==> src/rtl/irq_agg_pkg.sv <==
package irq_agg_pkg;
  localparam int unsigned LINES     = 32;
  localparam int unsigned INT_LINES = 16;
  localparam int unsigned MAX_EXT   = 16;

  localparam logic [7:0] OFS_STATUS = 8'h30;
  localparam logic [7:0] OFS_PEND   = 8'h34;
  localparam logic [7:0] OFS_ENABLE = 8'h38;
  localparam logic [7:0] OFS_ACK    = 8'h3C;

  typedef logic [LINES-1:0] irq_vec_t;
endpackage

==> src/rtl/irq_line_cond.sv <==
module irq_line_cond #(
  parameter bit ACTIVE_HIGH = 1'b1,
  parameter bit EDGE_MODE   = 1'b1
) (
  input  logic clk,
  input  logic rst,
  input  logic raw,
  output logic evt,
  output logic held
);
  logic norm;
  logic prev_q;

  // convert to active-high before any detection
  assign norm = raw ^ ~ACTIVE_HIGH;

  always_ff @(posedge clk) begin
    if (rst) prev_q <= 1'b0;
    else     prev_q <= norm;
  end

  if (EDGE_MODE) begin : g_edge
    assign evt  = norm & ~prev_q;
    assign held = 1'b0;

    // an edge event can never last two cycles
    assert_edge_single_R3: assert property (@(posedge clk) disable iff (rst)
      evt |=> !evt);
  end else begin : g_level
    assign evt  = norm;
    assign held = norm;
  end
endmodule

==> src/rtl/irq_status_bank.sv <==
module irq_status_bank
  import irq_agg_pkg::*;
#(
  parameter irq_vec_t IMPL_MASK = '1
) (
  input  logic     clk,
  input  logic     rst,
  input  irq_vec_t evt_vec,
  input  irq_vec_t held_vec,
  input  irq_vec_t ack_vec,
  input  logic     en_wr,
  input  irq_vec_t en_wdata,
  output irq_vec_t status_q,
  output irq_vec_t enable_q,
  output logic     irq_out
);
  irq_vec_t status_d;
  irq_vec_t enable_d;

  always_comb begin
    // ack clears first, new events set afterwards so they win
    status_d = ((status_q & ~ack_vec) | evt_vec) & IMPL_MASK;
    enable_d = en_wr ? (en_wdata & IMPL_MASK) : enable_q;
  end

  always_ff @(posedge clk) begin
    if (rst) begin
      status_q <= '0;
      enable_q <= '0;
      irq_out  <= 1'b0;
    end else begin
      status_q <= status_d;
      enable_q <= enable_d;
      irq_out  <= |(status_d & enable_d);
    end
  end

  assert_out_tracks_pending_R6: assert property (@(posedge clk) disable iff (rst)
    irq_out == |(status_q & enable_q));

  assert_level_relatch_R4: assert property (@(posedge clk) disable iff (rst)
    (held_vec != '0) |=> ((status_q & $past(held_vec)) == $past(held_vec)));

  assert_set_only_by_event_R8: assert property (@(posedge clk) disable iff (rst)
    ((status_q & ~$past(status_q) & ~$past(evt_vec)) == '0));

  assert_ack_clears_R7: assert property (@(posedge clk) disable iff (rst)
    ((status_q & $past(ack_vec & ~evt_vec)) == '0));

  assert_unused_quiet_R10: assert property (@(posedge clk) disable iff (rst)
    (((status_q | enable_q) & ~IMPL_MASK) == '0));
endmodule

==> src/rtl/irq_regif.sv <==
module irq_regif
  import irq_agg_pkg::*;
#(
  parameter int unsigned ADDR_W = 8
) (
  input  logic              clk,
  input  logic              rst,
  input  logic              bus_sel,
  input  logic              bus_we,
  input  logic [ADDR_W-1:0] bus_addr,
  input  irq_vec_t          bus_wdata,
  input  irq_vec_t          status_q,
  input  irq_vec_t          enable_q,
  output logic              en_wr,
  output irq_vec_t          ack_vec,
  output irq_vec_t          bus_rdata
);
  localparam logic [ADDR_W-1:0] A_STATUS = ADDR_W'(OFS_STATUS);
  localparam logic [ADDR_W-1:0] A_PEND   = ADDR_W'(OFS_PEND);
  localparam logic [ADDR_W-1:0] A_ENABLE = ADDR_W'(OFS_ENABLE);
  localparam logic [ADDR_W-1:0] A_ACK    = ADDR_W'(OFS_ACK);

  logic wr;
  logic rd;

  assign wr      = bus_sel & bus_we;
  assign rd      = bus_sel & ~bus_we;
  assign en_wr   = wr && (bus_addr == A_ENABLE);
  assign ack_vec = (wr && (bus_addr == A_ACK)) ? bus_wdata : '0;

  always_ff @(posedge clk) begin
    if (rst) begin
      bus_rdata <= '0;
    end else if (rd) begin
      unique case (bus_addr)
        A_STATUS: bus_rdata <= status_q;
        A_PEND:   bus_rdata <= status_q & enable_q;
        A_ENABLE: bus_rdata <= enable_q;
        default:  bus_rdata <= '0;
      endcase
    end
  end
endmodule

==> src/rtl/irq_aggregator.sv <==
module irq_aggregator
  import irq_agg_pkg::*;
#(
  parameter int unsigned     NUM_EXT         = 16,
  parameter logic [15:0]     EXT_ACTIVE_HIGH = 16'hFFFF,
  parameter logic [15:0]     EXT_EDGE        = 16'hFFFF,
  parameter int unsigned     ADDR_W          = 8
) (
  input  logic              clk,
  input  logic              rst,
  input  logic [31:0]       irq_in,
  input  logic              bus_sel,
  input  logic              bus_we,
  input  logic [ADDR_W-1:0] bus_addr,
  input  logic [31:0]       bus_wdata,
  output logic [31:0]       bus_rdata,
  output logic              irq_out
);
  localparam int unsigned USED      = INT_LINES + NUM_EXT;
  localparam irq_vec_t    IMPL_MASK = irq_vec_t'((64'd1 << USED) - 64'd1);

  if (NUM_EXT > MAX_EXT) begin : g_bad_cfg
    $error("irq_aggregator: NUM_EXT above 16 is not supported");
  end

  irq_vec_t evt_vec;
  irq_vec_t held_vec;
  irq_vec_t ack_vec;
  irq_vec_t status_q;
  irq_vec_t enable_q;
  logic     en_wr;

  for (genvar i = 0; i < LINES; i++) begin : g_line
    if (i < INT_LINES) begin : g_int
      irq_line_cond #(.ACTIVE_HIGH(1'b1), .EDGE_MODE(1'b1)) u_cond (
        .clk(clk), .rst(rst), .raw(irq_in[i]),
        .evt(evt_vec[i]), .held(held_vec[i]));
    end else if (i < USED) begin : g_ext
      irq_line_cond #(
        .ACTIVE_HIGH(EXT_ACTIVE_HIGH[i-INT_LINES]),
        .EDGE_MODE  (EXT_EDGE[i-INT_LINES])
      ) u_cond (
        .clk(clk), .rst(rst), .raw(irq_in[i]),
        .evt(evt_vec[i]), .held(held_vec[i]));
    end else begin : g_none
      assign evt_vec[i]  = 1'b0;
      assign held_vec[i] = 1'b0;
    end
  end

  irq_status_bank #(.IMPL_MASK(IMPL_MASK)) u_bank (
    .clk(clk), .rst(rst),
    .evt_vec(evt_vec), .held_vec(held_vec), .ack_vec(ack_vec),
    .en_wr(en_wr), .en_wdata(bus_wdata),
    .status_q(status_q), .enable_q(enable_q), .irq_out(irq_out));

  irq_regif #(.ADDR_W(ADDR_W)) u_regif (
    .clk(clk), .rst(rst),
    .bus_sel(bus_sel), .bus_we(bus_we), .bus_addr(bus_addr),
    .bus_wdata(bus_wdata), .status_q(status_q), .enable_q(enable_q),
    .en_wr(en_wr), .ack_vec(ack_vec), .bus_rdata(bus_rdata));

  assert_reset_quiet_R1: assert property (@(posedge clk)
    rst |=> (!irq_out && status_q == '0 && enable_q == '0));
endmodule

==> config.mk <==
export PLATFORM = sky130hd
export DESIGN_NAME = irq_aggregator
export DESIGN_NICKNAME = d
export VERILOG_FILES = /design/src/rtl/irq_agg_pkg.sv /design/src/rtl/irq_line_cond.sv /design/src/rtl/irq_status_bank.sv /design/src/rtl/irq_regif.sv /design/src/rtl/irq_aggregator.sv
export SDC_FILE = /design/constraint.sdc
export NUM_CORES = 1
export LEC_CHECK = 0
export ABC_AREA = 1
export CORE_ASPECT_RATIO = 2
export CORE_MARGIN = 3
export CORE_UTILIZATION = 65
export CTS_BUF_LIST = sky130_fd_sc_hd__clkbuf_16
export CTS_CLUSTER_SIZE = 14
export DETAILED_ROUTE_END_ITERATION = 7
export DONT_BUFFER_PORTS = 1
export PLACE_DENSITY = 0.84
export RECOVER_POWER = 25
export SYNTH_ARGS = -nofsm -noshare
export SYNTH_HDL_FRONTEND = slang
export SYNTH_SLANG_ARGS = --single-unit
==> constraint.sdc <==
create_clock -name clk -period 2.15 [get_ports clk]
set_input_delay 0.215 -clock clk [delete_from_list [all_inputs] [get_ports clk]]
set_output_delay 0.215 -clock clk [all_outputs]
set_load 0.01 [all_outputs]
# [After elaboration in Yosys (flattened, before gate mapping)]
# Index checks and enable logic that the tools add are counted.
[op_classes] eq_ne=4 mux=3 bitwise_logic=72 n_reduce_logical=3
[op_table] cell="$and A32 B32 Y32" n=3
[op_table] cell="$pmux W32 S3" n=1
[op_table] cell="$mux W32" n=2
[op_table] cell="$and A1 B1 Y1" n=34
[op_table] cell="$not A1 Y1" n=33
[op_table] cell="$eq A8 B6 Y1 const B" n=4
[op_table] cell="$not A32 Y32" n=1
[op_table] cell="$or A32 B32 Y32" n=1
[op_table] cell="$reduce_or A32 Y1" n=1
[op_table] cell="$logic_and A1 B1 Y1" n=2
[word_totals] regBits=129 in_bits=76 out_inout_bits=33 elab_cells=118

# [Logic depth before layout (Yosys ltp)]
# Gate-level depths: netlist of the first run.
[logic_depth] ltp_word=8 ltp_mapped=14 ltp_nobuf=13

# [By module]
# Synthesis of the first run repeated with hierarchy kept, for this count alone.
[hier_totals] hier_cells=1079 area_unflattened_um2=6787.8
[modules_own_cells] module="irq_status_bank" n_inst=1 cells_per_inst=448 area_per_inst_um2=2932.8 seq_area_each_um2=1301.2
[modules_own_cells] module="irq_regif" n_inst=1 cells_per_inst=439 area_per_inst_um2=2493.6 seq_area_each_um2=640.6
[modules_own_cells] module="irq_line_cond" n_inst=32 cells_per_inst=6 area_per_inst_um2=42.5 seq_area_each_um2=20.0

# [Worst setup path after synthesis of the first run]
# OpenSTA, ideal clock, no wires.
[synth_path] path_kind="input -> register" startpoint="input port bus_addr[1]" endpoint="register u_bank.irq_out" setup_time_ns=0.132 arrival_ns=1.322 t_required_ns=2.018 path_slack_ns=0.696 stages=13 path_buffers=1 path_cell_list="nor2_2 -> nand2_1 -> nor2_4 -> nand2_4 -> buf_6 -> nand2_1 -> o21ai_1 -> nand2_1 -> nand2_1 -> nor2_1 -> nand2_1 -> nor2_1 -> a21oi_1"
[synth_between] elab_chain_cells=8 word_cells_on_any_way=11
[synth_lines] item="start, declared" line="irq_aggregator.sv:14" source="input logic [ADDR_W-1:0] bus_addr,"
[synth_lines] item="$eq A8 B6 Y1" line="irq_regif.sv:29" source="assign ack_vec = (wr && (bus_addr == A_ACK)) ? bus_wdata : '0;"
[synth_lines] item="$logic_and A1 B1 Y1" line="irq_regif.sv:29"
[synth_lines] item="$mux W32" line="irq_regif.sv:29"
[synth_lines] item="$not A32 Y32" line="irq_status_bank.sv:22" source="status_d = ((status_q & ~ack_vec) | evt_vec) & IMPL_MASK;"
[synth_lines] item="$and A32 B32 Y32" line="irq_status_bank.sv:22"
[synth_lines] item="$or A32 B32 Y32" line="irq_status_bank.sv:22"
[synth_lines] item="$and A32 B32 Y32 (*)" line="irq_status_bank.sv:34" source="irq_out <= |(status_d & enable_d);"
[synth_lines] item="$reduce_or A32 Y1 (*)" line="irq_status_bank.sv:34"
[synth_lines] item="end signal, assigned" line="irq_status_bank.sv:34"
[synth_lines] item="end, declared" line="irq_status_bank.sv:15" source="output logic irq_out"
# Every way passes the cells marked *; elsewhere a longest branch is shown, timed or not.
# A chain may end at the register's enable or synchronous reset.

# [Final worst setup path of the first run]
# Same ends and word-level chain as after synthesis.

==> results of run 1 <==
==> state kept, by name, indices dropped and copies added (netlist names) <==
name and count:
u_bank.enable_q 32, u_bank.status_q 32, u_regif.bus_rdata 32, g_line.g_int.u_cond.prev_q 16, g_line.g_ext.u_cond.prev_q 16, u_bank.irq_out 1
==> synthesized netlist by cell type, drive strengths merged <==
cell    count  share of area, %
o2111a      1              0.20
clkbuf     30               2.0
o21ai      68               6.9
o22ai      31               3.4
buf        11               1.7
a21oi      65               5.7
nor3        1             0.088
nand3      32               2.8
nor2       81               5.5
dfxtp     129                45
inv       136               8.9
or2        30               3.3
nand2     214                14
==> worst reg2reg max path: cells and delay by family, from the launching register on <==
kind | cells | cell delay, ns
buffers and inverters | 1 | 0.56
AOI/OAI and AO/OA | 3 | 0.58
DFF | 1 | 0.34
==> per-stage QoR <==
step	cell area, um2	cells	hold WS [ns]	util [%]	power (mW)
after floorplan	5710	829	0.335	-	2.77
after global routing	6820	983	0.0430	81.1	5.65
after detailed placement	5740	897	0.298	68.3	2.81
final	6820	983	0.0320	81.1	5.48
after CTS	6840	983	0.0182	81.4	5.49
after global placement	5740	897	0.297	68.3	2.79
==> layer usage <==
metal,vias to the layer above,GRT usage (%),share of wire (%)
met5,-,0,0
met2,319,55.7,52
met4,0,18.9,5.0
met3,82,9.08,8.4
met1,2585,31.9,35
li1,2657,-,-
==> area by class of cell <==
cell class | count | area share [%]
Clock buffer | 17 | 6.24
Clock inverter | 14 | 1.60
Inverter | 136 | 7.48
Multi-Input combinational cell | 523 | 35.0
Sequential cell | 129 | 37.9
Tap cell | 98 | 1.80
Timing Repair Buffer | 66 | 10.1
==> final timing paths <==
check / end / slack, ns / depth (start not counted)
setup / recovery: u_bank.irq_out / 0.34 / 13
hold / removal: u_bank.enable_q[13] / 0.03 / 4
setup reg to reg: u_regif.bus_rdata[10] / 0.55 / 4
hold reg to reg: u_bank.status_q[28] / 0.49 / 2
==> report_power, final <==
group / leakage [nW] / internal (mW) / switching, mW
Sequential: 1.06 / 2.47 / 0.0311
Combinational: 1.64 / 0.156 / 0.211
Clock: 0.279 / 1.65 / 0.966
Total: 2.97 / 4.28 / 1.21
==> cells by family (layout without fill, tap and decap cells) <==
family          count (synthesis)  after routing  synth area share (%)
buf+inv                       177            233                  12.6
simple gates                  358            358                  25.9
compound gates                165            165                  16.2
flops                         129            129                  45.2
==> timing repair <==
| action | CTS | global route |
|---|---|---|
| hold endpoints to repair | 129 | 0 |
| hold buffers | 55 | 0 |
| resized for setup | 0 | 0 |
==> metrics.txt, run 1 <==
core area 0.00841 mm2; area delta synth->final 19.5%; final slew viol count 0; startpoint types input pin; setup TNS 0 ns; Post-Syn Instances 829; Worst setup EP type register; status completed; vias in the first global route 5610; DRC 0; ANT cells 0; final-report setup violation count 0; worst clock skew 0.00527 ns; RSZ-0062 raised after global routing no; most frequent CP cell nand2_1; CTS tree built; Detailed Route Iter0 Violations 436; Syn Area/Cell 6.89 um2; FF+latch area 0.00258 mm2; layout cell share with drive strength beyond 1 8.81%; Critical Path AT 2.09 ns; Post-layout nets 949; fmax 553 MHz; crit path max-delay cell type buf_4; GP Congestion 0.841; Routed WL 15.7 mm; DP Worst Slack 0.243 ns; chip width 72.3 um; Clock Tree Root clkbuf_16; Die Ht 139 um; DR vias 5643; Avg WL per Cell 15.9 um; worst min path class input pin to register; Skew-Pair Late Insertion Delay 0.42 ns; grt total ovfl 0; Mapped Area 0.00571 mm2; critical path, cell by cell nor2_1 > nand2_1 > nor2_1 > buf_4 > nand2_1 > o21ai_0 > nand2_1 > nand2_1 > nand2_1 > nor2_1 > nand2_1 > nor2_1 > a21oi_1; minimum clock period 1.81 ns; critical setup path kind input pin to register; Setup Fix Bufs, Post-CTS 0; clk buf depth 2; Filler cells 567; H-tree depth 4; first-pass GRT wire length 25.1 mm; PortBufs 0; post-route ant nets 0; RR Startpoint u_bank.enable_q[10]; Leak 2.97 nW; Slew HR 69.8%; DP HPWL 9.03 mm; hold_sp bus_wdata[13]; most common cell after layout, fill and taps aside nand2_1; Reg clk slew, reported paths 0.05 ns; die area 0.0100 mm2; crit share post-route 84.2%; multi-input logic area 0.00238 mm2; CTS Buf Count 17; vias per inst 5.74; initial core utilization 67.9%; CP required 2.43 ns; setup ws final 0.340 ns; most frequent cells in the layout nand2_1 (212), inv_1 (140), dfxtp_1 (129); Final Hold Viols 0; row cnt 47; register area share after synthesis 45.2%; Max Cap Viol 0; FF+latch count, synth 129; Worst-Margin Slew 0.453 ns; number of top-level pins 109; CP bufs+invs 1; crit-path max cell delay 0.43 ns; largest net degree at the start of global routing 103; Netlist cell types 22; Total GRT Usage 31.8%; clk sinks 129; Power per Cell Area 804 mW/mm2; Peak supply drop 0.870 mV; syn nets 905; Syn. warnings 0; crit-path leading delay family simple AND/OR/NAND/NOR gates; antenna violations before repair 0; crit-path max FO 31; Initial DRT Pass Iterations 7; crit path from bus_addr[1]
No activity file was read; power rests on OpenSTA's default activity.
==> run 2, diff against run 1 <==
- ABC_AREA: 1 -> 0
- CORE_UTILIZATION: 65 -> 57
- PLACE_DENSITY: 0.84 -> 0.78
- clock period: 2.15 -> 1.5 ns (I/O delays scaled with it)
==> run 2 against run 1 <==
  * Setup slack worse by 0.40 ns
  * Synthesized area is 0.37% higher
  * Highest routed layer unchanged
  * Largest cell class is now multi-input combinational cells
  * Total power is 49% higher
  * The run now ends with hold timing, setup timing left
  * Sequential share of layout area shrank 4.8 points
  * Combinational power is 100% higher
  * Utilization fell by 1.2 points
==> metrics.txt, run 2 <==
ANT cells 0; most common cell after layout, fill and taps aside dfxtp_1; Clk pwr share 46.7%; FF+latch count, synth 129; largest area contributor in the netlist dfxtp_1; layout cell share with drive strength beyond 1 19.7%; Skew-Pair Late Insertion Delay 0.43 ns; antenna violations before repair 0; RSZ-0062 raised after global routing yes; crit share post-route 104%; most frequent cells in the layout dfxtp_1 (129), dlygate4sd3_1 (77), nor2b_1 (55); vias per inst 6.39; Power Internal 6.18 mW; Die Ht 148 um; PortBufs 0; Worst setup EP type register; Area contributors post-synth dfxtp_1 (45%), a22oi_1 (6.4%), nor2b_1 (6.0%); minimum clock period 1.56 ns; Filler cells 571; Detailed Route Iter0 Violations 540; final slew viol count 0; critical setup path kind input pin to register; post-route ant nets 0; worst clock skew 0.00839 ns; Reg clk slew, reported paths 0.06 ns; Logic pwr share 9.1%; status complete, but fails checks; Slew HR 50.7%; Worst-Margin Slew 0.738 ns; Mapped Area 0.00573 mm2; crit-path max FO 13; Routed WL 19.4 mm; clk buf depth 2; Syn Area/Cell 9.04 um2; setup ws final -0.0554 ns; register area share after synthesis 45.1%; failing checks hold timing, setup timing; top flop regs u_bank.enable_q: 32 flops, u_bank.status_q: 32 flops, u_regif.bus_rdata: 32 flops; Leak 3.16 nW; syn nets 710; final-report setup violation count 2; Max Cap Viol 0; FF+latch area 0.00258 mm2; area delta synth->final 36.3%; Critical Path AT 1.85 ns; Syn. warnings 0; setup TNS -0.0564 ns; Power per Cell Area 1050 mW/mm2; Post-synth EDFFs 0; DP HPWL 11.2 mm; Switching Fraction 24.4%; vias in the first global route 5806; Clock Tree Root clkbuf_16; H-tree depth 4; P_sw 1.99 mW; core area 0.00976 mm2; die area 0.0114 mm2; DR vias 5639; Post-Syn Instances 634; Avg WL per Cell 21.9 um; ys flop type dfxtp_1; fmax 643 MHz; top-count cell post-synth dfxtp_1; CTS Buf Count 17; CP required 1.80 ns; number of top-level pins 109; Final Hold Viols 1; sequential power share 44.2%; multi-input logic area 0.00295 mm2; Yosys top cell area share 45.1%; DP Worst Slack -0.459 ns; first-pass GRT wire length 28.6 mm; largest net degree at the start of global routing 68; chip width 76.9 um; Netlist cell types 48; Post-synth ARST share 0%; Initial DRT Pass Iterations 5; Post-layout nets 814; Total GRT Usage 32.2%; GP Congestion 0.882; worst hold slack -0.00644 ns; DRC 0; CTS tree built; row cnt 51; startpoint types input pin; grt total ovfl 0; Peak supply drop 0.979 mV; Commonest cells post-synth dfxtp_1 (129), nor2b_1 (55), a22oi_1 (49); initial core utilization 58.7%; worst min path class input pin to register; clk sinks 129
[run 2: cell count changes after synthesis, moves of 30 or more]
cell     delta
nor2b_1    +55
a22o_1     +30
nand2_1   -210
nor2_1     -31
inv_1      -94
a22oi_1    +49
o31ai_1    +32
[run 2: final cells by class]
type                            instances  area share (%)
Tap cell                              132            2.12
Multi-Input combinational cell        408            37.8
Clock buffer                           17            5.45
Clock inverter                         15            1.54
Timing Repair Buffer                  140            18.0
Inverter                               42            2.02
Sequential cell                       129            33.1
[run 2: critical path: stages]
cell and delay [ns]:
nand4bb_4 0.27, clkbuf_16 0.24, o31ai_1 0.39, a22oi_1 0.15
nor4_2 0.31, and3_1 0.25, a41oi_2 0.10
[run 2: stage by stage]
stage          cell area [um2]  power (mW)  hold WS, ns  std cells  utilization (%)
2_1_floorplan             5780        4.07        0.278        634                -
3_3_place_gp              6160        4.15        0.228        767             63.1
3_5_place_dp              6160        4.17        0.233        767             63.1
4_1_cts                   7530        8.10      0.00800        879             77.2
5_1_grt                   7810        8.38       0.0173        883             80.0
6_report                  7810        8.17     -0.00644        883             80.0
[run 2: path summary, 6_finish.rpt]
| check | from | endpoint | slack, ns | cells past startpoint |
|---|---|---|---|---|
| setup / recovery | bus_addr[6] | u_bank.irq_out | -0.06 | 7 |
| hold / removal | bus_wdata[9] | u_bank.enable_q[9] | -0.006 | 2 |
| setup reg to reg | u_bank.status_q[23] | u_bank.status_q[23] | 0.04 | 4 |
| hold reg to reg | u_bank.enable_q[5] | u_bank.enable_q[5] | 0.50 | 2 |
[run 2: power groups by stage]
stage | registers (mW) | clock network, mW | logic (mW)
finish | 3.61 | 3.81 | 0.745
global route | 3.62 | 3.96 | 0.794
CTS | 3.60 | 3.83 | 0.670
detailed placement | 3.67 | 0 | 0.500
global placement | 3.67 | 0 | 0.481
floorplan | 3.66 | 0 | 0.411
[run 2: layer usage]
layer	GRT usage [%]	wire length (um)	up-vias
met5	0	0	-
li1	-	-	2498
met4	23.7	1400	0
met3	8.17	1390	117
met2	56.4	10100	332
met1	32.5	6450	2692
[run 2: cell families after synthesis]
| logic type | count (synthesis) | share of synthesized area (%) |
|---|---|---|
| DFF | 129 | 45.1 |
| buffers and inverters | 97 | 7.71 |
| and+or+nand+nor | 195 | 20.0 |
| muxes | 16 | 3.19 |
| AOI/OAI and AO/OA | 197 | 24.0 |
[run 2: what timing repair did]
action / CTS / global route
endpoints found under the setup margin: 1 / 13
buffers inserted: 0 / 2
resized for setup: 2 / 34
pin swaps: 0 / 3
gates cloned: 0 / 3
hold endpoints to repair: 129 / 2
hold buffers: 80 / 1
==> run 3, diff against run 2 <==
- ABC_AREA: 0 -> 1
- SKIP_LAST_GASP: unset -> 1
==> run 3 against run 2 <==
  * The flow finishes with violations (setup timing)
  * Non-clock buffer count down 3
  * Largest power group unchanged
  * Sequential cell count did not move
  * Via count increased by 5.3%
  * Total power down 2.3%
  * Highest routed layer unchanged
  * Critical endpoint is now u_bank.enable_q[3]
  * Register-to-register slack is essentially flat
  * Utilization is 1.8 points lower
==> metrics.txt, run 3 (synthesis results as in run 1) <==
RSZ-0062 raised after global routing yes; startpoint types input pin; Skew-Pair Late Insertion Delay 0.42 ns; total power 7.98 mW; Peak supply drop 0.934 mV; Worst setup EP type register; post-route ant nets 0; Power per Cell Area 1050 mW/mm2; Critical Path AT 1.83 ns; worst clock skew 0.00676 ns; Routed WL 18.2 mm; ANT cells 0; Initial DRT Pass Iterations 7; Final Hold Viols 0; top flop regs u_bank.enable_q: 32 flops, u_bank.status_q: 32 flops, u_regif.bus_rdata: 32 flops; Clock Tree Root clkbuf_16; critical setup path kind input pin to register; H-tree depth 4; Worst-Margin Slew 0.287 ns; PortBufs 0; Detailed Route Iter0 Violations 609; critical path, cell by cell nor2_1 > nand2_2 > nor2_4 > nand2_4 > buf_12 > nand2_1 > o21ai_2 > buf_4 > inv_1 > nor2_1 > dlygate4sd3_1; GP Congestion 0.829; clk sinks 129; P_sw 1.88 mW; final slew viol count 0; CTS Buf Count 17; setup ws final -0.0212 ns; row cnt 51; CP required 1.81 ns; worst hold slack 0.0108 ns; fmax 657 MHz; DRC 0; die area 0.0113 mm2; clk buf depth 2; CTS tree built; DP Worst Slack -0.255 ns; most common cell after layout, fill and taps aside nand2_1; crit-path max cell delay 0.54 ns; most frequent cells in the layout nand2_1 (210), inv_1 (140), dfxtp_1 (127); minimum clock period 1.52 ns; worst min path class input pin to register; Reg clk slew, reported paths 0.06 ns; initial core utilization 58.5%; core area 0.00976 mm2; Slew HR 80.7%; Power Internal 6.10 mW; area delta synth->final 33.8%; Logic pwr share 8.3%; failing checks setup timing; Die Ht 148 um; largest net degree at the start of global routing 67; crit-path max FO 13; number of top-level pins 109; Max Cap Viol 0; DP HPWL 9.92 mm; fin area 0.00763 mm2; grt total ovfl 0; vias per inst 5.45; DP Area 0.00605 mm2; layout cell share with drive strength beyond 1 14.4%; crit share post-route 101%; DR vias 5938; crit path max-delay cell type dlygate4sd3_1; sequential power share 45.0%; chip width 76.8 um; Avg WL per Cell 16.7 um; Leak 3.38 nW; Reg2Reg Depth 3; antenna violations before repair 0; status complete, but fails checks; Clk pwr share 46.7%; Post-layout nets 1020; hold depth 3; Total GRT Usage 31.7%; Switching Fraction 23.6%; first-pass GRT wire length 28.4 mm; most frequent CP cell nor2_1; vias in the first global route 6214; final-report setup violation count 2
[run 3: worst max-delay path: cells and delay by family]
family / cells / cell delay [ns]
buf+inv: 4 / 0.92
simple gates: 6 / 0.68
compound gates: 1 / 0.07
[run 3: power groups by stage]
stage          logic, mW  clock network [mW]  registers (mW)
3_5_place_dp       0.430                   0            3.66
4_1_cts            0.621                3.73            3.58
5_1_grt            0.730                3.85            3.60
3_3_place_gp       0.413                   0            3.65
6_report           0.666                3.72            3.59
2_1_floorplan      0.332                   0            3.64
[run 3: final cells by class]
cell class | count | area (um2)
tap | 132 | 165
clock inverter | 15 | 106
clock buffer | 17 | 425
sequential | 129 | 2580
multi-input combinational | 523 | 2460
timing repair buffer | 137 | 1390
fill | 669 | 2130
inverter | 136 | 510
[run 3: path summary, 6_finish.rpt]
check | endpoint | startpoint | slack [ns]
setup / recovery | u_bank.enable_q[3] | bus_addr[7] | -0.02
hold reg to reg | u_bank.status_q[26] | g_line[26].g_ext.u_cond.prev_q | 0.50
hold / removal | u_bank.status_q[15] | irq_in[15] | 0.01
setup reg to reg | u_bank.status_q[9] | g_line[9].g_int.u_cond.prev_q | 0.04
[run 3: timing repair]
| item | 4_1_cts | 5_1_grt |
|---|---|---|
| endpoints found under the setup margin | 0 | 13 |
| hold buffers | 87 | 1 |
| buffers inserted | 0 | 6 |
| endpoints found under the hold margin | 129 | 2 |
| resized for setup | 0 | 23 |
[run 3: stage by stage]
| step | setup TNS [ns] | std cells | util, % |
|---|---|---|---|
| floorplan | 0 | 829 | - |
| global placement | -0.161 | 963 | 62.0 |
| detailed placement | -0.255 | 963 | 62.0 |
| CTS | 0 | 1082 | 76.5 |
| global route | -0.518 | 1089 | 78.2 |
| finish | -0.0340 | 1089 | 78.2 |
[run 3: layer usage]
metal | up-vias | GRT usage [%] | part of all wire (%)
met5 | - | 0 | 0
met4 | 0 | 23.5 | 6.0
met3 | 95 | 7.68 | 7.3
met2 | 320 | 55.9 | 53
met1 | 2719 | 31.7 | 34
li1 | 2804 | - | -
